**src/rtl/fwl_pkg.sv**
```systemverilog
package fwl_pkg;
  localparam logic [11:0] OFF_IRQ  = 12'h224;
  localparam logic [11:0] OFF_CTRL = 12'h250;
  localparam logic [11:0] OFF_DATA = 12'h258;
  localparam int BIT_EN   = 0;
  localparam int BIT_DONE = 4;
  localparam int BIT_STB  = 8;
  localparam int IRQ_W    = 3;
endpackage

```
**src/rtl/fwl_regfile.sv**
```systemverilog
module fwl_regfile
  import fwl_pkg::*;
#(
  parameter int ADDR_W = 12,
  parameter int DW     = 32
) (
  input  logic              clk,
  input  logic              rst_n,
  input  logic [ADDR_W-1:0] addr,
  input  logic              wr,
  input  logic [DW-1:0]     wdata,
  input  logic              rd,
  input  logic              busy,
  input  logic              success,
  output logic [DW-1:0]     rdata,
  output logic              en,
  output logic [IRQ_W-1:0]  irq_en,
  output logic [DW-1:0]     word,
  output logic              start,
  output logic              en_rise,
  output logic              en_fall
);
  logic hit_ctrl, hit_data, hit_irq;
  logic [DW-1:0] data_q;

  assign hit_ctrl = wr && (addr == ADDR_W'(OFF_CTRL));
  assign hit_data = wr && (addr == ADDR_W'(OFF_DATA));
  assign hit_irq  = wr && (addr == ADDR_W'(OFF_IRQ));

  assign en_rise = hit_ctrl && wdata[BIT_EN] && !en && !busy;
  assign en_fall = hit_ctrl && !wdata[BIT_EN] && en;
  assign start   = hit_ctrl && wdata[BIT_STB] && wdata[BIT_EN] && en && !busy;
  assign word    = data_q;

  always_ff @(posedge clk or negedge rst_n) begin
    if (!rst_n) begin
      en     <= 1'b0;
      irq_en <= '0;
      data_q <= '0;
    end else begin
      if (en_rise) en <= 1'b1;
      else if (en_fall) en <= 1'b0;
      if (hit_irq) irq_en <= wdata[IRQ_W-1:0];
      if (hit_data && en) data_q <= wdata;
    end
  end

  always_comb begin
    rdata = '0;
    if (rd) begin
      if (addr == ADDR_W'(OFF_CTRL)) begin
        rdata[BIT_EN]   = en;
        rdata[BIT_DONE] = success;
        rdata[BIT_STB]  = busy;
      end else if (addr == ADDR_W'(OFF_DATA)) begin
        rdata = data_q;
      end else if (addr == ADDR_W'(OFF_IRQ)) begin
        rdata[IRQ_W-1:0] = irq_en;
      end
    end
  end


  data_ignored_chk: assert property (@(posedge clk) disable iff (!rst_n)
    (hit_data && !en) |=> $stable(data_q));

  irq_store_chk: assert property (@(posedge clk) disable iff (!rst_n)
    hit_irq |=> irq_en == $past(wdata[IRQ_W-1:0]));
endmodule

```
**src/rtl/fwl_commit.sv**
```systemverilog
module fwl_commit #(
  parameter int DW      = 32,
  parameter int RAM_AW  = 10,
  parameter int CLR_LAT = 4
) (
  input  logic              clk,
  input  logic              rst_n,
  input  logic              start,
  input  logic              en_rise,
  input  logic [DW-1:0]     word,
  input  logic              ram_ready,
  output logic              busy,
  output logic              ram_valid,
  output logic [RAM_AW-1:0] ram_addr,
  output logic [DW-1:0]     ram_data
);
  localparam int CW = (CLR_LAT < 2) ? 1 : $clog2(CLR_LAT);

  logic [CW-1:0] cnt;
  logic          take;

  assign ram_valid = busy && (cnt == '0);
  assign take      = ram_valid && ram_ready;

  always_ff @(posedge clk or negedge rst_n) begin
    if (!rst_n) begin
      busy     <= 1'b0;
      cnt      <= '0;
      ram_addr <= '0;
      ram_data <= '0;
    end else begin
      if (start) begin
        busy     <= 1'b1;
        cnt      <= CW'(CLR_LAT - 1);
        ram_data <= word;
      end else if (busy && cnt != '0) begin
        cnt <= cnt - CW'(1);
      end else if (take) begin
        busy <= 1'b0;
      end
      if (en_rise) ram_addr <= '0;
      else if (take) ram_addr <= ram_addr + RAM_AW'(1);
    end
  end


  ram_hold_chk: assert property (@(posedge clk) disable iff (!rst_n)
    (ram_valid && !ram_ready) |=> (ram_valid && $stable(ram_addr) && $stable(ram_data)));

  addr_step_chk: assert property (@(posedge clk) disable iff (!rst_n)
    take |=> ram_addr == $past(ram_addr) + RAM_AW'(1));

  start_idle_chk: assert property (@(posedge clk) disable iff (!rst_n)
    start |-> !busy);
endmodule

```
**src/rtl/fwl_done.sv**
```systemverilog
module fwl_done (
  input  logic clk,
  input  logic rst_n,
  input  logic en,
  input  logic en_rise,
  input  logic en_fall,
  input  logic busy,
  output logic success
);
  logic pend;

  always_ff @(posedge clk or negedge rst_n) begin
    if (!rst_n) begin
      pend    <= 1'b0;
      success <= 1'b0;
    end else begin
      if (en_rise) begin
        pend    <= 1'b0;
        success <= 1'b0;
      end else if (en_fall) begin
        pend <= 1'b1;
      end else if (pend && !busy) begin
        pend    <= 1'b0;
        success <= 1'b1;
      end
    end
  end


  success_after_drain_chk: assert property (@(posedge clk) disable iff (!rst_n)
    $rose(success) |-> !busy);

  success_idle_chk: assert property (@(posedge clk) disable iff (!rst_n)
    success |-> !en);
endmodule

```
**src/rtl/fwl_top.sv**
```systemverilog
module fwl_top
  import fwl_pkg::*;
#(
  parameter int ADDR_W  = 12,
  parameter int DW      = 32,
  parameter int RAM_AW  = 10,
  parameter int CLR_LAT = 4
) (
  input  logic              clk,
  input  logic              rst_n,
  input  logic [ADDR_W-1:0] bus_addr,
  input  logic              bus_wr,
  input  logic [DW-1:0]     bus_wdata,
  input  logic              bus_rd,
  output logic [DW-1:0]     bus_rdata,
  output logic [IRQ_W-1:0]  irq_en,
  output logic              ram_wr_valid,
  input  logic              ram_wr_ready,
  output logic [RAM_AW-1:0] ram_wr_addr,
  output logic [DW-1:0]     ram_wr_data
);
  logic          en, busy, success, start, en_rise, en_fall;
  logic [DW-1:0] word;

  fwl_regfile #(.ADDR_W(ADDR_W), .DW(DW)) u_regs (
    .clk(clk), .rst_n(rst_n), .addr(bus_addr), .wr(bus_wr), .wdata(bus_wdata),
    .rd(bus_rd), .busy(busy), .success(success), .rdata(bus_rdata), .en(en),
    .irq_en(irq_en), .word(word), .start(start), .en_rise(en_rise), .en_fall(en_fall)
  );

  fwl_commit #(.DW(DW), .RAM_AW(RAM_AW), .CLR_LAT(CLR_LAT)) u_commit (
    .clk(clk), .rst_n(rst_n), .start(start), .en_rise(en_rise), .word(word),
    .ram_ready(ram_wr_ready), .busy(busy), .ram_valid(ram_wr_valid),
    .ram_addr(ram_wr_addr), .ram_data(ram_wr_data)
  );

  fwl_done u_done (
    .clk(clk), .rst_n(rst_n), .en(en), .en_rise(en_rise), .en_fall(en_fall),
    .busy(busy), .success(success)
  );
endmodule

```
**config.mk**
```make
export PLATFORM = sky130hd
export DESIGN_NAME = fwl_top
export DESIGN_NICKNAME = d
export VERILOG_FILES = /design/src/rtl/fwl_pkg.sv /design/src/rtl/fwl_regfile.sv /design/src/rtl/fwl_commit.sv /design/src/rtl/fwl_done.sv /design/src/rtl/fwl_top.sv
export SDC_FILE = /design/constraint.sdc
export NUM_CORES = 1
export LEC_CHECK = 0
export BUFFER_PORTS_ARGS = -buffer_cell sky130_fd_sc_hd__clkbuf_2
export CORE_MARGIN = 2
export CORE_UTILIZATION = 54
export DETAILED_ROUTE_END_ITERATION = 12
export PLACE_DENSITY = 0.85
export SYNTH_ARGS = -nofsm -noshare
export SYNTH_HDL_FRONTEND = slang
export SYNTH_SLANG_ARGS = --single-unit
export TNS_END_PERCENT = 30
```
**constraint.sdc**
```tcl
create_clock -name clk -period 2.8 [get_ports clk]
set_input_delay 0.14 -clock clk [delete_from_list [all_inputs] [get_ports clk]]
set_output_delay 0.14 -clock clk [all_outputs]
set_load 0.05 [all_outputs]
```
==> impl_metrics.py, run 1 <==
metrics = {
    "floorplanning": {
        "pin_count": 127,
        "fp.dieArea_sq_um": 7770,
        "die_y_um": 88.2,
        "core-area_sq_um": 6830,
        "rows": 30,
        "die_x_um": 88.2,
        "initial_core_util": 0.560,
    },
    "detailed_routing": {
        "drt_wl_total_um": 7790,
        "wl_met1_um": 3300,
        "vias": 2611,
        "first_pass_iters": 4,
        "drtAntennaViolNets": 0,
        "met2WireLength_um": 3970,
        "wl_per_cell_um": 15.4,
        "via_per_inst": 5.15,
        "drtIter0Drc": 85,
        "met3WireLength_um": 414,
        "top_layer": "met4",
        "drc": 0,
    },
    "power_and_ir_drop": {
        "power_leakage_nw": 2.50,
        "peakVddDrop_mv": 0.246,
        "p_per_area_nw_per_um2": 439,
        "p_total_mw": 2.04,
    },
    "worst_setup_path": {
        "critical_path_peak_fanout": 27,
        "cp.required_ns": 2.66,
        "startpoint_type": "input pin",
        "endpoint_kind": "output port",
        "cp.arrival_ns": 1.96,
        "worstSetupPathType": "in -> out",
    },
    "logic_synthesis": {
        "synth_cell_types": 43,
        "avgSynthCellArea_sq_um": 13.7,
        "synthFlopType": "dfrtp_1",
        "syn_nets": 330,
        "synth.yosys.warnings": 0,
        "syn_area_sq_um": 3830,
        "synth-edff-count": 0,
        "ys_async_sr_fraction": 1.00,
        "ys_seq_elements": 83,
        "synth_cells": 279,
        "ys_seq_area_frac": 0.543,
    },
    "sta": {
        "max_slew_margin": 0.318,
        "rsz0062_at_grt": "false",
        "skew_ns": 0.00930,
        "hold_viol_final": 0,
        "period_needed_ns": 2.10,
        "tightest_slew_ns": 1.02,
        "max_freq_ghz": 0.475,
        "setup_violations": 0,
        "fin_crit_sh": 0.751,
        "setup_tns_ns": 0,
        "drv_slew": 0,
    },
    "grt": {
        "grt_pass1_vias": 2623,
        "grt_pass1_wl_um": 12400,
        "antenna_found_initial": 0,
        "grt-ovfl-total": 0,
        "grt_max_degree": 84,
        "grt_use_total": 0.207,
    },
    "layout": {
        "final_cell_mix": "125 x clkbuf_2, 83 x dfrtp_1, 38 x mux2_2",
        "final_common_cell": "clkbuf_2",
        "drive_gt1_frac": 0.526,
        "syn2layout_area_growth_pct": 21.6,
        "diodes": 0,
        "final_util": 0.681,
        "design_area_sq_um": 4650,
        "nets": 457,
    },
    "clocking": {
        "cts-htree-levels": 3,
        "clockBufferDepth": 2,
        "clock_latency_ns": 0.34,
        "cts_tree": "done",
        "cts_root_buf": "clkbuf_8",
        "cts_sinks": 83,
        "cts_made_buffers": 9,
        "cts_setup_buffers": 0,
        "clk_pin_slew_ns": 0.09,
    },
    "status": {
        "outcome": "completed",
    },
    "placement": {
        "post-dp-hpwl_um": 5520,
        "portBuffers": 126,
        "globalplace.congestion": 0.753,
        "placed_area_sq_um": 4470,
    },
    "min_path": {
        "min_path_type": "in -> reg",
    },
    "job": {
        "cap_violations": 0,
    },
}
## metrics by stage
step                      setup slack, ns  hold slack, ns  std cells
final                               0.697          0.0249        507
after global routing                0.515          0.0137        507
after global placement              0.748           0.370        490
after CTS                           0.695         0.00871        507
after detailed placement            0.658           0.368        490
after floorplan                     0.994          -0.156        279
## cell type report
type	instances	area, sq um
Clock buffer	9	124
Clock inverter	7	52.6
Fill cell	561	2180
Inverter	4	15.0
Multi-Input combinational cell	180	1600
Sequential cell	83	2080
Tap cell	96	120
Timing Repair Buffer	128	663
## worst max-delay path, stage by stage
cell and delay (ns):
clkbuf_2 0.08, nor3b_1 0.44, and2_1 0.26, and4_2 0.53, and2_1 0.22, clkbuf_2 0.28
## per-layer routing
metal / track usage / up-vias
met5: 0 / -
met2: 0.339 / 75
met1: 0.270 / 1302
li1: - / 1226
met4: 0.0895 / 0
met3: 0.0386 / 8
## report_power, final
part | switching [mW] | internal, mW | leakage (nW)
clock network | 0.443 | 0.328 | 0.0900
logic | 0.0439 | 0.0299 | 1.25
registers | 0.000286 | 1.20 | 1.15
total | 0.487 | 1.56 | 2.50
## state kept, by name, indices dropped and copies added (netlist names)
name	cells
u_done.pend	1
u_commit.cnt	2
u_commit.busy	1
u_regs.en	1
u_commit.ram_data	32
u_regs.word	32
u_done.success	1
u_regs.irq_en	3
u_commit.ram_addr	10
## Yosys cell counts (all sizes together), types with 3 or more instances
master | number | area share
clkbuf | 4 | 0.0049
nand4 | 5 | 0.0082
nand3 | 5 | 0.0065
xnor2 | 3 | 0.0069
mux2i | 3 | 0.0078
o21ai | 4 | 0.0052
nor2 | 17 | 0.017
buf | 8 | 0.031
xor2 | 5 | 0.011
dfrtp | 83 | 0.54
mux2 | 67 | 0.22
and2 | 31 | 0.051
nand2 | 12 | 0.012
inv | 4 | 0.0039
and4 | 4 | 0.010
## final timing paths
path	start	end	slack (ns)	cells past startpoint
max	bus_addr[7]	bus_rdata[15]	0.70	6
min	bus_wdata[17]	u_regs.word[17]$_DFFE_PN0P_	0.02	2
max reg2reg	u_commit.busy$_DFFE_PN0P_	u_commit.ram_data[30]$_DFFE_PN0P_	0.70	3
min reg2reg	u_done.pend$_DFFE_PN0P_	u_done.pend$_DFFE_PN0P_	0.50	2
max in group asynchronous	rst_n	u_commit.ram_data[26]$_DFFE_PN0P_	1.61	2
min in group asynchronous	rst_n	u_commit.ram_data[16]$_DFFE_PN0P_	0.53	2
## cells by family after synthesis
| family | after synthesis | synth area share |
|---|---|---|
| DFF | 83 | 0.543 |
| xor gates and xnor gates | 8 | 0.0183 |
| AOI/OAI and AO/OA | 14 | 0.0239 |
| buffers and inverters | 16 | 0.0399 |
| adders and majority gates | 2 | 0.00654 |
| and+or+nand+nor | 86 | 0.137 |
| muxes | 70 | 0.232 |
## timing repair
action / 4_1_cts / 5_1_grt
endpoints found under the hold margin: 7 / 0
hold buffers: 1 / 0
resized for setup: 0 / 0
(Power assumes the default switching activity.)
==> inputs of run 2 (changes only) <==
- CORE_UTILIZATION: 54 -> 46
- PLACE_DENSITY: 0.85 -> 0.77
- clock period: 2.8 -> 1.85 ns (I/O delays scaled with it)
==> run 2 against run 1 <==
  * Utilization decreased by 5.5 points
  * Non-clock buffer count increased by 38
  * First-iteration DRC count is 19% lower
  * Clock skew grew 0.0024 ns
  * Register-to-register slack got worse by 0.58 ns
  * Power increased by 63%
==> impl_metrics.py, run 2 (synthesis results as in run 1) <==
metrics = {
    "grt": {
        "grt_use_total": 0.192,
        "antenna_found_initial": 0,
        "grt_pass1_wl_um": 13300,
        "grt_pass1_vias": 2759,
        "busiest_layer": "met2",
        "met2_usage": 0.310,
        "met1_usage": 0.246,
        "grtUsageMet3": 0.0577,
        "grt_max_degree": 46,
        "grt-ovfl-total": 0,
    },
    "layout": {
        "multiInputGateArea_sq_um": 1600,
        "final_cell_mix": "125 x clkbuf_2, 83 x dfrtp_1, 38 x mux2_2",
        "syn2layout_area_growth_pct": 33.2,
        "nets": 495,
        "final_common_cell": "clkbuf_2",
        "seq_area_sq_um": 2080,
        "fill_cells": 651,
        "diodes": 0,
        "drive_gt1_frac": 0.497,
    },
    "sta": {
        "period_needed_ns": 1.75,
        "drv_slew": 0,
        "holdWs_ns": 0.0491,
        "tightest_slew_ns": 0.505,
        "max_slew_margin": 0.663,
        "skew_ns": 0.0117,
        "rsz0062_at_grt": "false",
        "setup_violations": 0,
        "hold_viol_final": 0,
        "fin_crit_sh": 0.944,
        "max_freq_ghz": 0.573,
        "setup_tns_ns": 0,
    },
    "min_path": {
        "min_path_type": "in -> reg",
    },
    "job": {
        "cap_violations": 0,
    },
    "power_and_ir_drop": {
        "peakVddDrop_mv": 0.379,
        "p_per_area_nw_per_um2": 655,
        "power_leakage_nw": 2.68,
    },
    "clocking": {
        "cts.repair.resized": 0,
        "clock_latency_ns": 0.36,
        "cts_sinks": 83,
        "clockBufferDepth": 2,
        "cts_tree": "done",
        "cts_setup_buffers": 0,
        "cts-htree-levels": 3,
        "cts_hold_buf": 32,
        "clk_pin_slew_ns": 0.08,
        "cts_root_buf": "clkbuf_8",
        "cts_made_buffers": 9,
    },
    "placement": {
        "post-dp-hpwl_um": 5750,
        "portBuffers": 126,
        "globalplace.congestion": 0.820,
    },
    "floorplanning": {
        "initial_core_util": 0.470,
        "die_x_um": 95.2,
        "fp.dieArea_sq_um": 9060,
        "core-area_sq_um": 8130,
        "die_y_um": 95.2,
        "pin_count": 127,
        "rows": 33,
    },
    "detailed_routing": {
        "via_per_inst": 4.90,
        "drt_wl_total_um": 8390,
        "drtAntennaViolNets": 0,
        "drtIter0Drc": 69,
        "first_pass_iters": 4,
        "drc": 0,
        "wl_per_cell_um": 15.1,
        "vias": 2717,
    },
    "status": {
        "outcome": "completed",
    },
    "worst_setup_path": {
        "critical_path_peak_fanout": 27,
        "startpoint_type": "input pin",
        "endpoint_kind": "output port",
        "cp.arrival_ns": 1.65,
        "worstSetupPathType": "in -> out",
        "cp.required_ns": 1.76,
    },
}
## run 2: cell count changes in the layout (fill, tap and decap cells not counted), sizes merged
cell,delta
clkinvlp,+1
buf,+7
clkinv,-3
bufinv,+1
inv,+1
dlygate4sd3,+31
## run 2: through the flow
stage / utilization / cells / total power, mW / worst slack, ns / area [sq um]
final: 0.626 / 554 / 3.34 / 0.104 / 5090
after global routing: 0.626 / 554 / 3.48 / 0.00145 / 5090
after CTS: 0.626 / 554 / 3.37 / 0.125 / 5090
after detailed placement: 0.562 / 506 / 1.97 / 0.106 / 4570
after global placement: 0.562 / 506 / 1.97 / 0.149 / 4570
after floorplan: - / 279 / 1.87 / 0.139 / 3830
## run 2: path summary, 6_finish.rpt
check	from	to	slack, ns	cells after the start
setup / recovery	bus_addr[11]	bus_rdata[30]	0.10	7
hold / removal	bus_wdata[0]	u_regs.word[0]$_DFFE_PN0P_	0.05	2
setup reg to reg	u_commit.busy$_DFFE_PN0P_	u_commit.ram_data[30]$_DFFE_PN0P_	0.12	4
hold reg to reg	u_done.pend$_DFFE_PN0P_	u_done.pend$_DFFE_PN0P_	0.50	2
max in group asynchronous	rst_n	u_regs.word[30]$_DFFE_PN0P_	0.98	3
min in group asynchronous	rst_n	u_commit.ram_data[31]$_DFFE_PN0P_	0.27	2
## run 2: routing by layer
metal / share of wire / wire [um] / vias to the layer above
met2: 0.48 / 4050 / 101
li1: - / - / 1296
met1: 0.43 / 3630 / 1308
met3: 0.071 / 592 / 12
met4: 0.014 / 119 / 0
met5: 0 / 0 / -
## run 2: where the power goes
group | internal, mW | switching (mW)
combinational | 0.0936 | 0.0765
sequential | 1.81 | 0.000496
clock | 0.645 | 0.710
total | 2.55 | 0.787
## run 2: final cells by class
class / count / share of cell area
Tap cell: 105 / 0.0258
Inverter: 4 / 0.00295
Clock buffer: 9 / 0.0243
Sequential cell: 83 / 0.408
Timing Repair Buffer: 166 / 0.209
Clock inverter: 7 / 0.0162
Multi-Input combinational cell: 180 / 0.314
## run 2: worst max-delay path: stages
cell      delay (ns)
clkbuf_2        0.11
nor4_4          0.34
and2_1          0.23
and4_2          0.27
buf_12          0.17
and2_1          0.16
clkbuf_2        0.29
